**config.mk**
```make
export PLATFORM = sky130hd
export DESIGN_NAME = baud_tick_gen
export DESIGN_NICKNAME = d
export VERILOG_FILES = /design/src/rtl/baud_tick_pkg.sv /design/src/rtl/baud_phase_acc.sv /design/src/rtl/baud_tick_gen.sv
export SDC_FILE = /design/constraint.sdc
export NUM_CORES = 1
export LEC_CHECK = 0
export ABC_CLOCK_PERIOD_IN_PS = 4110
export BUFFER_PORTS_ARGS = -buffer_cell sky130_fd_sc_hd__buf_2
export CORE_MARGIN = 2
export CORE_UTILIZATION = 35
export CTS_CLUSTER_DIAMETER = 200
export DETAILED_ROUTE_END_ITERATION = 6
export PLACE_DENSITY_LB_ADDON = 0.08
export SYNTH_ARGS = -nofsm -noshare
export SYNTH_HDL_FRONTEND = slang
export SYNTH_SLANG_ARGS = --single-unit
```
**constraint.sdc**
```tcl
create_clock -name clk -period 4.11 [get_ports clk]
set_clock_uncertainty 0.2 [all_clocks]
set_input_delay 0.411 -clock clk [delete_from_list [all_inputs] [get_ports clk]]
set_output_delay 0.411 -clock clk [all_outputs]
set_load 0.01 [all_outputs]
```
**src/rtl/baud_tick_pkg.sv**
```systemverilog
// Package: shared helper for the fractional baud tick generator.
// Assumes CLK_HZ >= 32 and BAUD_HZ < CLK_HZ, so the step fits in ACC_W bits.
package baud_tick_pkg;

    // Rounded phase step for one clock of CLK_HZ at a rate of BAUD_HZ.
    function automatic longint step_for(input longint clk_hz,
                                        input longint baud_hz,
                                        input int unsigned acc_w);
        return ((baud_hz << (acc_w - 4)) + (clk_hz >> 5)) / (clk_hz >> 4);
    endfunction

endpackage

```
**src/rtl/baud_phase_acc.sv**
```systemverilog
// Module: phase accumulator with carry out.
// Adds STEP to the low ACC_W bits on each enabled edge. The top bit holds the
// carry of the last addition, and the previous carry is dropped each time.
// Assumes STEP < 2**ACC_W. Reset is synchronous and active low.
module baud_phase_acc #(
    parameter int unsigned     ACC_W = 16,
    parameter logic [ACC_W:0]  STEP  = '0
) (
    input  logic             clk,
    input  logic             rst_n,
    input  logic             adv,
    output logic [ACC_W:0]   acc_q
);

    // Advance the phase while enabled; otherwise hold it at zero.
    always_ff @(posedge clk) begin
        if (!rst_n) begin
            acc_q <= '0;
        end else if (adv) begin
            acc_q <= {1'b0, acc_q[ACC_W-1:0]} + STEP;
        end else begin
            acc_q <= '0;
        end
    end

endmodule

```
**src/rtl/baud_tick_gen.sv**
```systemverilog
// Module: fractional baud tick generator (top).
// Derives the phase step from CLK_HZ and BAUD_HZ at elaboration. Runs the
// accumulator while the transmitter is busy and exports the carry as a
// one-cycle tick. Assumes BAUD_HZ is well below CLK_HZ.
module baud_tick_gen
    import baud_tick_pkg::*;
#(
    parameter longint      CLK_HZ  = 50_000_000,
    parameter longint      BAUD_HZ = 115_200,
    parameter int unsigned ACC_W   = 16
) (
    input  logic clk,
    input  logic rst_n,
    input  logic tx_busy,
    output logic baud_tick
);

    localparam longint         STEP_L = step_for(CLK_HZ, BAUD_HZ, ACC_W);
    localparam logic [ACC_W:0] STEP   = (ACC_W+1)'(STEP_L);

    logic [ACC_W:0] acc_q;

    baud_phase_acc #(
        .ACC_W (ACC_W),
        .STEP  (STEP)
    ) u_acc (
        .clk   (clk),
        .rst_n (rst_n),
        .adv   (tx_busy),
        .acc_q (acc_q)
    );

    // The tick is the carry bit of the most recent addition.
    assign baud_tick = acc_q[ACC_W];

endmodule

```
==> results.toml, run 1 <==
[synthesis]
synth_common_cells = "dfxtp_1 (17), a21oi_1 (11), nand2_1 (7)"
yosysWarnings = 0
synthTopCellsByArea = "dfxtp_1 (44%), a21oi_1 (7.1%), or3_1 (4.0%)"
ys_ff_latch = 17
syn_inst = 86
yosysTopAreaCell = "dfxtp_1"
synth_edf_count = 0
ys_types = 32
synth_top_area_share_pct = 44.01
syn_area_um2 = 773.2
yosysMostFrequentCell = "dfxtp_1"
ys.flop_type = "dfxtp_1"
syn_avg_cell_area_um2 = 8.991
async_reset_ff_share_pct = 0
syn_nets = 90
ys_seq_area_share_pct = 44.01

[clock_network]
cts.sinks = 17
clk_pin_slew_ps = 100
numCtsBuffers = 3
ctsLongestPathBuffers = 2
worst_skew_pair.late_latency_ps = 290
cts_tree = "built"
cts-resized-gates = 0
cts_root_buf = "clkbuf_4"
hold_buffers = 0
htree_levels = 1
cts_setup_buffers = 0

[cells_and_area]
syn_to_final_growth_pct = 8.414
regMostFlops = "u_acc.acc_q"
reg.largest.list = "u_acc.acc_q: 17 flops"
antenna_cells = 0
drive_gt1_share_pct = 15.22
largest_reg_flops = 17
fillers = 226
finalNonFillerCells = 120
nNetsFinal = 97

[die]
die-area_um2 = 2601
coreArea_um2 = 2148
rows = 17
io_pins = 4
die_height_um = 51
initial_core_util_pct = 35.99
die_width_um = 51

[global_routing]
grt_remaining_overflow = 0
grt_max_degree = 16
grt_usage_pct = 13.89
antenna_found_initial = 0
grt_pass1_vias = 570
grt_pass1_wl_um = 2622

[setup_path]
worstRegToRegCells = 6
r2r_slack_ps = 2320
required_ps = 4140
worstPathMaxFanout = 5
path_class = "register to register"
cp-end-kind = "register"
r2r_start = "u_acc.acc_q[0]$_SDFF_PN0_"
start_kind = "register"
arrival_ps = 1820
worstReg2RegEnd = "u_acc.acc_q[10]$_SDFF_PN0_"

[sta]
final.period_utilization_pct = 43.54
timing.setup.tns_ps = 0
hold_viol_final = 0
setup_ws_ps = 2320
timing.fmax_mhz = 558.8
grt_setup_unrepaired = "no"
tightestPinTransition_ps = 522.8
fin_crit_ps = 1790
setup-violations-final = 0
slew_headroom_pct = 65.06
worst_hold_slack_ps = 260.4
drv_slew = 0

[routing]
drt_iter0_drc = 17
antenna_left = 0
firstDrtPassIters = 4
drc = 0
drt_wl_total_um = 1484
wl_per_cell_um = 12.37
viasPerCell = 5.200
num_vias = 624

[hold_path]
worstHoldPathType = "register to register"
hold_depth = 2
min_to = "u_acc.acc_q[16]$_SDFF_PN0_"
min_from = "u_acc.acc_q[15]$_SDFF_PN0_"

[power_and_ir_drop]
peakVddDrop_mv = 0.2360
power.density_nw_per_um2 = 353.6
leakage_nw = 0.2834

[placement]
place_inst = 116
dpl.hpwl_um = 1066
place_congestion = 0.7085
io_buffers = 3
dp_slack_ps = 2346

[job]
cap_violations = 0

[status]
outcome = "finished, final reports clean"
[kinds of logic after synthesis]
group / after synthesis / synth area share [%]
fa+ha+maj: 1 / 1.618
buf+inv: 5 / 3.397
compound gates: 28 / 24.43
flops: 17 / 44.01
simple gates: 33 / 24.27
xor+xnor: 2 / 2.266
[layout make-up]
| type | count | area, um^2 | area share (%) |
|---|---|---|---|
| timing repair buffer | 3 | 15.01 | 1.791 |
| clock buffer | 4 | 26.28 | 3.134 |
| inverter | 4 | 15.01 | 1.791 |
| tap | 28 | 35.03 | 4.179 |
| sequential | 17 | 340.3 | 40.60 |
| multi-input combinational | 64 | 406.6 | 48.51 |
[critical path, stage by stage, from the launching register on]
cell,delay (ps)
dfxtp_1,410
inv_1,60
ha_1,210
nand2b_2,110
a211oi_2,110
or4_1,480
a21oi_1,150
[metrics by stage]
step / area, um^2 / utilization (%) / power (mW)
floorplan: 773.2 / - / 0.2021
global placement: 812.0 / 37.80 / 0.2085
detailed placement: 812.0 / 37.80 / 0.2086
CTS: 838.3 / 39.02 / 0.3017
global route: 838.3 / 39.02 / 0.3137
finish: 838.3 / 39.02 / 0.2965
[worst max-delay path by stage]
stage	start	endpoint	slack (ps)	cells after the start
4_1_cts	u_acc.acc_q[0]$_SDFF_PN0_	u_acc.acc_q[14]$_SDFF_PN0_	2320	6
5_1_grt	u_acc.acc_q[0]$_SDFF_PN0_	u_acc.acc_q[14]$_SDFF_PN0_	2180	6
3_3_place_gp	u_acc.acc_q[0]$_SDFF_PN0_	u_acc.acc_q[10]$_SDFF_PN0_	2390	6
3_5_place_dp	u_acc.acc_q[0]$_SDFF_PN0_	u_acc.acc_q[14]$_SDFF_PN0_	2350	6
6_report	u_acc.acc_q[0]$_SDFF_PN0_	u_acc.acc_q[10]$_SDFF_PN0_	2320	6
2_1_floorplan	u_acc.acc_q[0]$_SDFF_PN0_	u_acc.acc_q[10]$_SDFF_PN0_	2450	6
[routing by layer]
layer	up-vias	track usage [%]	wire length (um)	part of all wire, %
met4	0	4.054	14	0.94
met2	7	22.51	705	48
met3	2	6.140	50	3.4
met5	-	0	0	0
met1	285	16.49	713	48
li1	330	-	-	-
[where the power goes]
group / internal, mW / switching, mW / total [mW]
clock network: 0.0378 / 0.0542 / 0.0921
registers: 0.169 / 0.00700 / 0.176
logic: 0.0121 / 0.0161 / 0.0282
[placed cells by master, fill, tap and decap left out]
cell	Yosys	layout
nor4_1	1	1
o211a_2	1	1
xnor2_1	2	2
nand2b_2	1	1
a21oi_4	1	1
clkbuf_4	0	3
nor3_1	2	2
o31ai_1	2	2
clkbuf_1	0	1
and2_1	1	1
or4_1	2	2
buf_2	0	3
or3_1	5	5
o31a_1	1	1
dfxtp_1	17	17
ha_1	1	1
a31oi_1	1	1
a21o_1	1	1
nand3_2	1	1
or4_4	1	1
a211o_1	1	1
a21oi_1	11	11
and4_4	1	1
inv_1	4	4
a211oi_2	1	1
o21ai_0	6	6
and3_1	1	1
nand2b_1	1	1
a41o_2	1	1
o21a_1	1	1
nand4_1	1	1
nor2_1	6	6
nand3_1	2	2
nand2_1	7	7
No activity file was read; power rests on OpenSTA's default activity.
==> run 2: changes to the inputs <==
- ABC_CLOCK_PERIOD_IN_PS: 4110 -> 1450
- clock period: 4.11 -> 1.45 ns (I/O delays scaled with it)
==> run 2 against run 1 <==
Effect of this change: the run now ends with setup timing left; flip-flop and latch count is the same; global-route usage grew 2.4 points; utilization grew 13 points; critical path depth is the same; maximum frequency grew 9.1%; first-iteration DRC count shrank 59%; worst hold slack lost 200 ps; setup slack lost 2500 ps; highest routed layer unchanged.
==> results.toml, run 2 (same netlist as run 1, synthesis figures left out) <==
[sta]
setup-violations-final = 12
setup_ws_ps = -190.9
timing.fmax_mhz = 609.4
grt_setup_unrepaired = "yes"
hold_viol_final = 0
tightestPinTransition_ps = 290.3
fin_crit_ps = 1641
drv_slew = 0
final.period_utilization_pct = 113.2
slew_headroom_pct = 80.60

[die]
io_pins = 4
die_height_um = 51
die-area_um2 = 2601
coreArea_um2 = 2148
rows = 17
initial_core_util_pct = 35.99
die_width_um = 51

[cells_and_area]
fillers = 220
regMostFlops = "u_acc.acc_q"
drive_gt1_share_pct = 46.55
layout.cells.most_common = "buf_4"
nNetsFinal = 121
layout_common_cells = "buf_4 (18), dfxtp_1 (13), a21oi_1 (8), nand2_1 (6), buf_6 (6)"
stdcell_area_um2 = 1111
final_util_pct = 51.72
reg.largest.list = "u_acc.acc_q: 17 flops"
largest_reg_flops = 17
syn_to_final_growth_pct = 43.69
antenna_cells = 0

[setup_path]
required_ps = 1480
critical-path-top-delay-family = "simple AND/OR/NAND/NOR gates"
arrival_ps = 1670
start_kind = "register"
path_class = "register to register"
critPathMaxStageDelay_ps = 490
cp-end-kind = "register"
slowest_stage = "or4_4"
crit_buf_inv = 1
crit_chain = "inv_2 > ha_4 > nand2b_4 > a211oi_4 > or4_4 > a21oi_2"
worstPathMaxFanout = 4

[power_and_ir_drop]
peakVddDrop_mv = 0.4262
leakage_nw = 0.4237
power.density_nw_per_um2 = 834.8
p_total_mw = 0.9275

[placement]
dp_slack_ps = -195.1
place_area_um2 = 980.9
dpl.hpwl_um = 1311
io_buffers = 3
place_congestion = 0.6985

[routing]
num_vias = 720
firstDrtPassIters = 3
drc = 0
wl_per_cell_um = 12.03
viasPerCell = 5.000
drt_iter0_drc = 7
drt_wl_total_um = 1732
antenna_left = 0

[clock_network]
htree_levels = 1
cts_root_buf = "clkbuf_4"
worst_skew_pair.late_latency_ps = 280
clk_pin_slew_ps = 100
cts_tree = "built"
ctsLongestPathBuffers = 2
cts.sinks = 17
numCtsBuffers = 3

[global_routing]
grt_pass1_vias = 736
grt_remaining_overflow = 0
grt_max_degree = 10
grt_pass1_wl_um = 3125
grt_usage_pct = 16.33
antenna_found_initial = 0

[status]
violations = "setup timing"
outcome = "finished with violations"

[hold_path]
worstHoldPathType = "primary input to register"

[job]
cap_violations = 0
==> run 2: per-layer routing <==
metal	vias up	routed length (um)	track usage [%]
met1	342	762	18.76
met3	2	19	3.216
met2	1	932	27.27
li1	375	-	-
met4	0	17	10.81
met5	-	0	0
==> run 2: cell type report <==
| class | instances | area, um^2 | share of cell area [%] |
|---|---|---|---|
| Clock buffer | 4 | 26.28 | 2.365 |
| Inverter | 4 | 15.01 | 1.351 |
| Multi-Input combinational cell | 64 | 471.7 | 42.45 |
| Sequential cell | 17 | 345.3 | 31.08 |
| Tap cell | 28 | 35.03 | 3.153 |
| Timing Repair Buffer | 27 | 217.7 | 19.59 |
==> run 2: worst register-to-register path, delay by kind of cell, from the launching register on <==
kind,cells,cell delay [ps]
simple gates,2,590
fa+ha+maj,1,160
compound gates,2,220
buf+inv,1,50
flops,1,360
==> run 2: path summary, 6_finish.rpt <==
path	depth (start not counted)	end	slack, ps	from
hold / removal	3	u_acc.acc_q[4]$_SDFF_PN0_	60	tx_busy
setup reg to reg	6	u_acc.acc_q[14]$_SDFF_PN0_	-190	u_acc.acc_q[0]$_SDFF_PN0_
hold reg to reg	2	u_acc.acc_q[16]$_SDFF_PN0_	270	u_acc.acc_q[15]$_SDFF_PN0_
setup / recovery	6	u_acc.acc_q[14]$_SDFF_PN0_	-190	u_acc.acc_q[0]$_SDFF_PN0_
==> run 2: metrics by stage <==
step           setup TNS (ps)  hold slack [ps]  cells
5_1_grt                 -2439            93.32    144
6_report                -1571            60.20    144
4_1_cts                 -1390            54.89    143
2_1_floorplan          -607.3            179.7     86
3_3_place_gp            -1126            211.8    136
3_5_place_dp            -1467            217.9    136
==> run 2: repair_timing <==
action | CTS | global route
endpoints found under the setup margin | 11 | 13
hold buffers | 0 | 0
hold endpoints to repair | 0 | 0
setup buffers | 3 | 2
gates resized for setup | 13 | 12
pin swaps | 6 | 18
==> run 2: power breakdown <==
part	switching [mW]	leakage, nW	internal (mW)
Combinational	0.0830	0.269	0.0983
Clock	0.146	0.0150	0.107
Sequential	0.0120	0.140	0.481
